==> src/rtl/spg_pkg.sv <==
package spg_pkg;
   localparam int GATE_BIT = 0;
   localparam int EN_BIT   = 1;
   localparam int TOG_BIT  = 4;
   localparam int TMR_BIT  = 5;
   localparam int MIN_DATA_W = TMR_BIT + 1;

   typedef struct packed {
      logic tog;
      logic en;
      logic gate;
   } spg_state_t;
endpackage

==> src/rtl/spg_decode.sv <==
module spg_decode #(
   parameter int ADDR_W    = 16,
   parameter int SIZE_W    = 2,
   parameter logic [ADDR_W-1:0] PORT_ADDR = 'h61,
   parameter logic [SIZE_W-1:0] BYTE_CODE = '0
) (
   input  logic [ADDR_W-1:0] addr,
   input  logic [SIZE_W-1:0] size,
   input  logic              wr,
   input  logic              rd,
   output logic              wr_hit,
   output logic              rd_hit
);
   logic sel;

   initial begin
      if (ADDR_W < 1 || SIZE_W < 1)
         $error("spg_decode: address and size widths must be positive");
   end

   assign sel    = (addr == PORT_ADDR) && (size == BYTE_CODE);
   assign wr_hit = wr && sel;
   assign rd_hit = rd && sel;
endmodule

==> src/rtl/spg_ctrl_reg.sv <==
module spg_ctrl_reg
   import spg_pkg::*;
#(
   parameter int DATA_W = 8
) (
   input  logic              clk,
   input  logic              rst_n,
   input  logic              wr_hit,
   input  logic              rd_hit,
   input  logic [DATA_W-1:0] wdata,
   output spg_state_t        st
);
   spg_state_t st_q;
   logic unused_wdata;

   initial begin
      if (DATA_W < MIN_DATA_W)
         $error("spg_ctrl_reg: DATA_W too small for the bit layout");
   end

   assign unused_wdata = ^wdata;

   always_ff @(posedge clk) begin
      if (!rst_n) begin
         st_q <= '0;
      end else begin
         if (wr_hit) begin
            st_q.gate <= wdata[GATE_BIT];
            st_q.en   <= wdata[EN_BIT];
         end
         if (rd_hit)
            st_q.tog <= ~st_q.tog;
      end
   end

   assign st = st_q;

   a_r6_flag_flips : assert property (@(posedge clk) disable iff (!rst_n)
      rd_hit |=> (st_q.tog != $past(st_q.tog)));
   a_r6_flag_holds : assert property (@(posedge clk) disable iff (!rst_n)
      !rd_hit |=> $stable(st_q.tog));
   a_r4_ctrl_holds : assert property (@(posedge clk) disable iff (!rst_n)
      !wr_hit |=> ($stable(st_q.gate) && $stable(st_q.en)));
endmodule

==> src/rtl/spg_read_mux.sv <==
module spg_read_mux
   import spg_pkg::*;
#(
   parameter int DATA_W = 8
) (
   input  logic              rd_hit,
   input  spg_state_t        st,
   input  logic              tmr,
   output logic [DATA_W-1:0] rdata
);
   logic [DATA_W-1:0] image;

   for (genvar i = 0; i < DATA_W; i++) begin : g_bit
      if (i == GATE_BIT) begin : g_gate
         assign image[i] = st.gate;
      end else if (i == EN_BIT) begin : g_en
         assign image[i] = st.en;
      end else if (i == TOG_BIT) begin : g_tog
         assign image[i] = st.tog;
      end else if (i == TMR_BIT) begin : g_tmr
         assign image[i] = tmr;
      end else begin : g_zero
         assign image[i] = 1'b0;
      end
   end

   assign rdata = rd_hit ? image : '0;

   always_comb begin
      a_r5_idle_zero : assert (rd_hit || rdata == '0);
   end
endmodule

==> src/rtl/spkr_gate_port.sv <==
module spkr_gate_port
   import spg_pkg::*;
#(
   parameter int ADDR_W = 16,
   parameter int SIZE_W = 2,
   parameter int DATA_W = 8,
   parameter logic [ADDR_W-1:0] PORT_ADDR = 'h61,
   parameter logic [SIZE_W-1:0] BYTE_CODE = '0
) (
   input  logic              clk,
   input  logic              rst_n,
   input  logic [ADDR_W-1:0] io_addr,
   input  logic [SIZE_W-1:0] io_size,
   input  logic              io_wr,
   input  logic              io_rd,
   input  logic [DATA_W-1:0] io_wdata,
   output logic [DATA_W-1:0] io_rdata,
   input  logic              tmr_out,
   output logic              gate_out,
   output logic              spk_out
);
   localparam logic [DATA_W-1:0] ZERO_MASK =
      ~(DATA_W'(1) << GATE_BIT | DATA_W'(1) << EN_BIT |
        DATA_W'(1) << TOG_BIT  | DATA_W'(1) << TMR_BIT);

   logic       wr_hit, rd_hit;
   spg_state_t st;

   initial begin
      if (DATA_W < MIN_DATA_W)
         $error("spkr_gate_port: DATA_W must hold bit %0d", TMR_BIT);
   end

   spg_decode #(.ADDR_W(ADDR_W), .SIZE_W(SIZE_W),
                .PORT_ADDR(PORT_ADDR), .BYTE_CODE(BYTE_CODE)) i_dec (
      .addr(io_addr), .size(io_size), .wr(io_wr), .rd(io_rd),
      .wr_hit(wr_hit), .rd_hit(rd_hit));

   spg_ctrl_reg #(.DATA_W(DATA_W)) i_reg (
      .clk(clk), .rst_n(rst_n), .wr_hit(wr_hit), .rd_hit(rd_hit),
      .wdata(io_wdata), .st(st));

   spg_read_mux #(.DATA_W(DATA_W)) i_mux (
      .rd_hit(rd_hit), .st(st), .tmr(tmr_out), .rdata(io_rdata));

   assign gate_out = st.gate;
   assign spk_out  = tmr_out & st.en;

   a_r2_gate_loads : assert property (@(posedge clk) disable iff (!rst_n)
      (io_wr && io_addr == PORT_ADDR && io_size == BYTE_CODE)
      |=> (gate_out == $past(io_wdata[GATE_BIT])));
   a_r4_gate_ignores : assert property (@(posedge clk) disable iff (!rst_n)
      (io_wr && (io_addr != PORT_ADDR || io_size != BYTE_CODE))
      |=> $stable(gate_out));
   a_r5_zero_bits : assert property (@(posedge clk) disable iff (!rst_n)
      (io_rdata & ZERO_MASK) == '0);
   a_r7_spk_needs_tmr : assert property (@(posedge clk) disable iff (!rst_n)
      spk_out |-> tmr_out);
endmodule

==> config.mk <==
export PLATFORM = sky130hd
export DESIGN_NAME = spkr_gate_port
export DESIGN_NICKNAME = d
export VERILOG_FILES = /design/src/rtl/spg_pkg.sv /design/src/rtl/spg_decode.sv /design/src/rtl/spg_ctrl_reg.sv /design/src/rtl/spg_read_mux.sv /design/src/rtl/spkr_gate_port.sv
export SDC_FILE = /design/constraint.sdc
export NUM_CORES = 1
export LEC_CHECK = 0
export BUFFER_PORTS_ARGS = -buffer_cell sky130_fd_sc_hd__buf_2
export CAP_MARGIN = 20
export CORE_AREA = 2 2 39 41
export CTS_CLUSTER_SIZE = 28
export DETAILED_ROUTE_END_ITERATION = 10
export DIE_AREA = 0 0 41 43
export HOLD_SLACK_MARGIN = 0.1
export PLACE_DENSITY = 0.56
export SYNTH_ARGS = -nofsm -noshare
export SYNTH_HDL_FRONTEND = slang
export SYNTH_SLANG_ARGS = --single-unit
==> constraint.sdc <==
create_clock -name clk -period 3.3 [get_ports clk]
set_input_delay 0.33 -clock clk [delete_from_list [all_inputs] [get_ports clk]]
set_output_delay 0.33 -clock clk [all_outputs]
set_load 0.03 [all_outputs]
### Word-level counts from Yosys, hierarchy flattened

Cells that the tools add are included.

* flip-flop bits (word level): 3
* input port bits: 31
* output and inout port bits: 10
* logic and storage cells: 11

* equality and inequality tests: 1
* muxes and demuxes: 1
* bitwise gates (word level): 2
* reductions and logical operators: 4

Operator list (number)
* $eq 16x7->1 const B: 1
* $mux 6: 1
* $logic_and 1x1->1: 3
* $logic_not 2->1: 1
* $and 1x1->1: 1
* $not 1->1: 1

### Logic depth before layout (Yosys ltp)

* depth after elaboration: 4
* gate-level depth with buffers: 4
* depth with buffers taken out: 4

### Hierarchy

A second synthesis with hierarchy kept.

* cell total of the unflattened synthesis: 29
* area total of the unflattened synthesis: 245.2 um2

By module, submodules not included
* spg_ctrl_reg: instances 1, cells an instance 9, area an instance 107.6 um2, seq. area each 60.1 um2
* spg_decode: instances 1, cells an instance 10, area an instance 72.6 um2, seq. area each 0.0 um2
* spg_read_mux: instances 1, cells an instance 9, area an instance 58.8 um2, seq. area each 0.0 um2
* spkr_gate_port: instances 1, cells an instance 1, area an instance 6.3 um2, seq. area each 0.0 um2

### Worst setup path after synthesis

Ideal clock, no wire load.

* kind: in2out
* start point: input io_size[1]
* end point: output io_rdata[0]
* arrival time: 1.370 ns
* required time: 2.970 ns
* setup slack: 1.600 ns
* stages on the path: 4
* path buffers: 0
* cells stage by stage: nor4b_1 > and2_4 > and3_4 > and2_1

* cells in the longest elaborated chain, start to end: 4

Ends and longest elaborated chain
* start, declared: line spkr_gate_port.sv:13 `input logic [SIZE_W-1:0] io_size,`
* $logic_not 2->1: line spg_decode.sv:21 `assign sel = (addr == PORT_ADDR) && (size == BYTE_CODE);`
* $logic_and 1x1->1: line spg_decode.sv:21
* $logic_and 1x1->1: line spg_decode.sv:23 `assign rd_hit = rd && sel;`
* $mux 6: line spg_read_mux.sv:27 `assign rdata = rd_hit ? image : '0;`
* end, declared: line spkr_gate_port.sv:17 `output logic [DATA_W-1:0] io_rdata,`

No other way between the ends.

### Final worst setup path

* start point: input io_addr[7]
* end point: output io_rdata[4]

* cells in the longest elaborated chain, start to end: 4

Ends and longest elaborated chain
* start, declared: line spkr_gate_port.sv:12 `input logic [ADDR_W-1:0] io_addr,`
* $eq 16x7->1: line spg_decode.sv:21
* $logic_and 1x1->1: line spg_decode.sv:21
* $logic_and 1x1->1: line spg_decode.sv:23
* $mux 6: line spg_read_mux.sv:27

No other way between the ends.

==> reports/metrics.csv <==
stage;metric;value;unit
sta;fin crit share;57.4;%
drt;WL final;694;um
sta;fin. max-slew vios;0;
pwr;combinational power share;19.1;%
pwr;Switching Share;26.2;%
grt;antenna violations before repair;0;
floorplan;row count;14;
yosys;YS warnings;0;
floorplan;Die X-Extent;41;um
critical_path;Setup Crit Path Kind;in2out;
hold_path;hold depth;3;
sta;RSZ-0062 raised after global routing;no;
clocking;CTS Buffer Depth;2;
yosys;dominant cell type by area after synthesis;dfxtp_1;
grt;total track usage;10.1;%
layout;FILL cells;165;
yosys;Synth Area per Inst;8.34;sq um
drt;Residual DRC;0;
yosys;Post-synth top cells;and2_1 (5), buf_4 (4), a21oi_1 (3), dfxtp_1 (3), nand4_1 (3);
sta;final hold violations;0;
clocking;number of CTS-inserted buffers;3;
yosys;Synth Flop Type;dfxtp_1;
hold_path;Worst Hold Endpoint;i_reg.st[2];
floorplan;die height;43;um
sta;setup tns final;0;ns
clocking;cts repair resizes;0;
grt;GR Util met2;15.9;%
sta;final setup violating endpoints;0;
grt;met1 usage;8.33;%
grt;GRT overflow;0;
layout;share of cells above drive strength 1;59.1;%
pwr;clock power share;52.2;%
yosys;FF+latch count, synth;3;
critical_path;Arrival @ worst endpoint;1.56;ns
status;outcome;complete, no violations;
grt;vias in the first global route;326;
yosys;Syn Inst Count;33;
critical_path;Critical Path Start Type;input pin;
drt;DR vias;354;
critical_path;CP max FO;5;
pwr;Power Density;280;nW/um^2
clocking;Num Clock Sinks;3;
clocking;postcts setup bufs;0;
layout;nets;98;
floorplan;die area;1760;sq um
drt;Via-to-Cell Ratio;4.32;
critical_path;Critical Path End Type;output port;
place;Port-buffer cells;30;
critical_path;FF-to-FF End;i_reg.st[2];
run;max-capacitance violation count;0;
drt;number of DRC markers in iteration 0;1;
layout;Area Growth Syn to Fin;64.5;%
grt;pin count of the biggest net entering global routing;6;
sta;Max Clock Freq;528;MHz
drt;Final ANT Viol Nets;0;
pwr;Sequential Power Share;28.7;%
clocking;H-tree levels;1;
floorplan;top-level port count;41;
layout;Final Util;32.7;%
yosys;most frequent cell after synthesis;and2_1;
drt;drt pass-1 iters;4;
grt;GR peak layer;met2;
sta;min Tclk post-route;1.89;ns
pwr;Internal Pwr Total;93.6;uW
critical_path;FF-to-FF setup slack;2.57;ns
floorplan;Starting Density;19.9;%
hold_path;HP Class;in2reg;
critical_path;R2R depth;3;
yosys;ys async rst share;0;%
floorplan;core area;1380;sq um
pwr;Leakage;0.224;nW
layout;Largest register FFs;3;
sta;Final Skew;0;ns
pwr;peak supply drop;117;uV
drt;WL per Instance;8.46;um
yosys;post-synth cell types;16;
clocking;Clock Root Buffer;clkbuf_4;
hold_path;min-delay src;rst_n;
clocking;worst skew pair latency;0.23;ns
yosys;Synth top area share;21.8;%
yosys;synth top area cells;dfxtp_1 (22%), and2_1 (11%), buf_4 (11%);
clocking;CTS tree;built;
pwr;Sw Pwr;33.2;uW
yosys;Mapped Area;275;sq um
critical_path;critical path required time;2.97;ns
grt;first-pass GRT wire length;1.15;mm
critical_path;reg2reg start;i_reg.st[2];
grt;met3 Track Usage GR;6.28;%
yosys;Seq/Total Area, Yosys;21.8;%
clocking;CTS clk-pin slew, worst paths;0.04;ns
layout;n_diodes;0;
place;GPL Wtd Cong;0.714;
clocking;hold buffers post-CTS;0;
yosys;Post-synth EDFFs;0;
==> per-layer routing <==
layer  up-vias  share of wire, %
li1        181                 -
met1       149                32
met2        21                52
met3         3                13
met4         0               2.4
met5         -                 0
==> worst max-delay path by stage <==
stage,start,end,slack (ns),depth (start not counted)
floorplan,io_size[1],io_rdata[0],1.60,4
global placement,io_addr[7],io_rdata[4],1.40,6
detailed placement,io_addr[7],io_rdata[4],1.38,6
CTS,io_addr[7],io_rdata[4],1.38,6
global route,io_addr[7],io_rdata[1],1.32,6
finish,io_addr[7],io_rdata[4],1.41,6
==> critical path: stages <==
cell and delay [ns]:
buf_2 0.09, nor4b_1 0.40, and2_4 0.24, and3_4 0.20, and2_1 0.12, buf_2 0.18
==> cells by family after synthesis <==
kind of cell,Yosys count,share of synthesized area (%)
AO/OA/AOI/OAI,6,12.3
buffers and inverters,6,13.6
flip-flops,3,21.8
other,1,1.36
AND/OR/NAND/NOR,17,50.9
==> metrics by stage <==
| step | std cells | hold WS (ns) | power [mW] | setup slack (ns) | area [sq um] |
|---|---|---|---|---|---|
| after floorplan | 36 | 0.452 | 0.0495 | 1.60 | 287 |
| after global placement | 78 | 0.485 | 0.0608 | 1.40 | 427 |
| after detailed placement | 78 | 0.485 | 0.0613 | 1.38 | 427 |
| after CTS | 82 | 0.349 | 0.130 | 1.38 | 453 |
| after global routing | 82 | 0.365 | 0.139 | 1.32 | 453 |
| final | 82 | 0.350 | 0.127 | 1.41 | 453 |
==> final cells by class <==
type	count	area, sq um	share of cell area (%)
Clock buffer	4	26.3	5.80
Inverter	2	7.51	1.66
Multi-Input combinational cell	27	189	41.7
Sequential cell	3	60.1	13.3
Tap cell	16	20.0	4.42
Timing Repair Buffer	30	150	33.1
==> cells in the final DEF (no fill, tap or decap), types with 2 or more instances in the layout <==
cell,n
nor4b_1,2
buf_2,30
o21ai_0,2
nand4_1,3
conb_1,4
clkbuf_4,3
and2_1,5
nor4_2,2
a21oi_1,3
dfxtp_1,3
inv_1,2
==> power groups by stage <==
stage | Combinational (mW) | Sequential (mW) | Clock [mW]
finish | 0.0242 | 0.0365 | 0.0662
global placement | 0.0238 | 0.0370 | 0
detailed placement | 0.0242 | 0.0370 | 0
global route | 0.0263 | 0.0363 | 0.0765
CTS | 0.0243 | 0.0364 | 0.0698
floorplan | 0.0124 | 0.0370 | 0
Power figures use the tool's default switching activity.
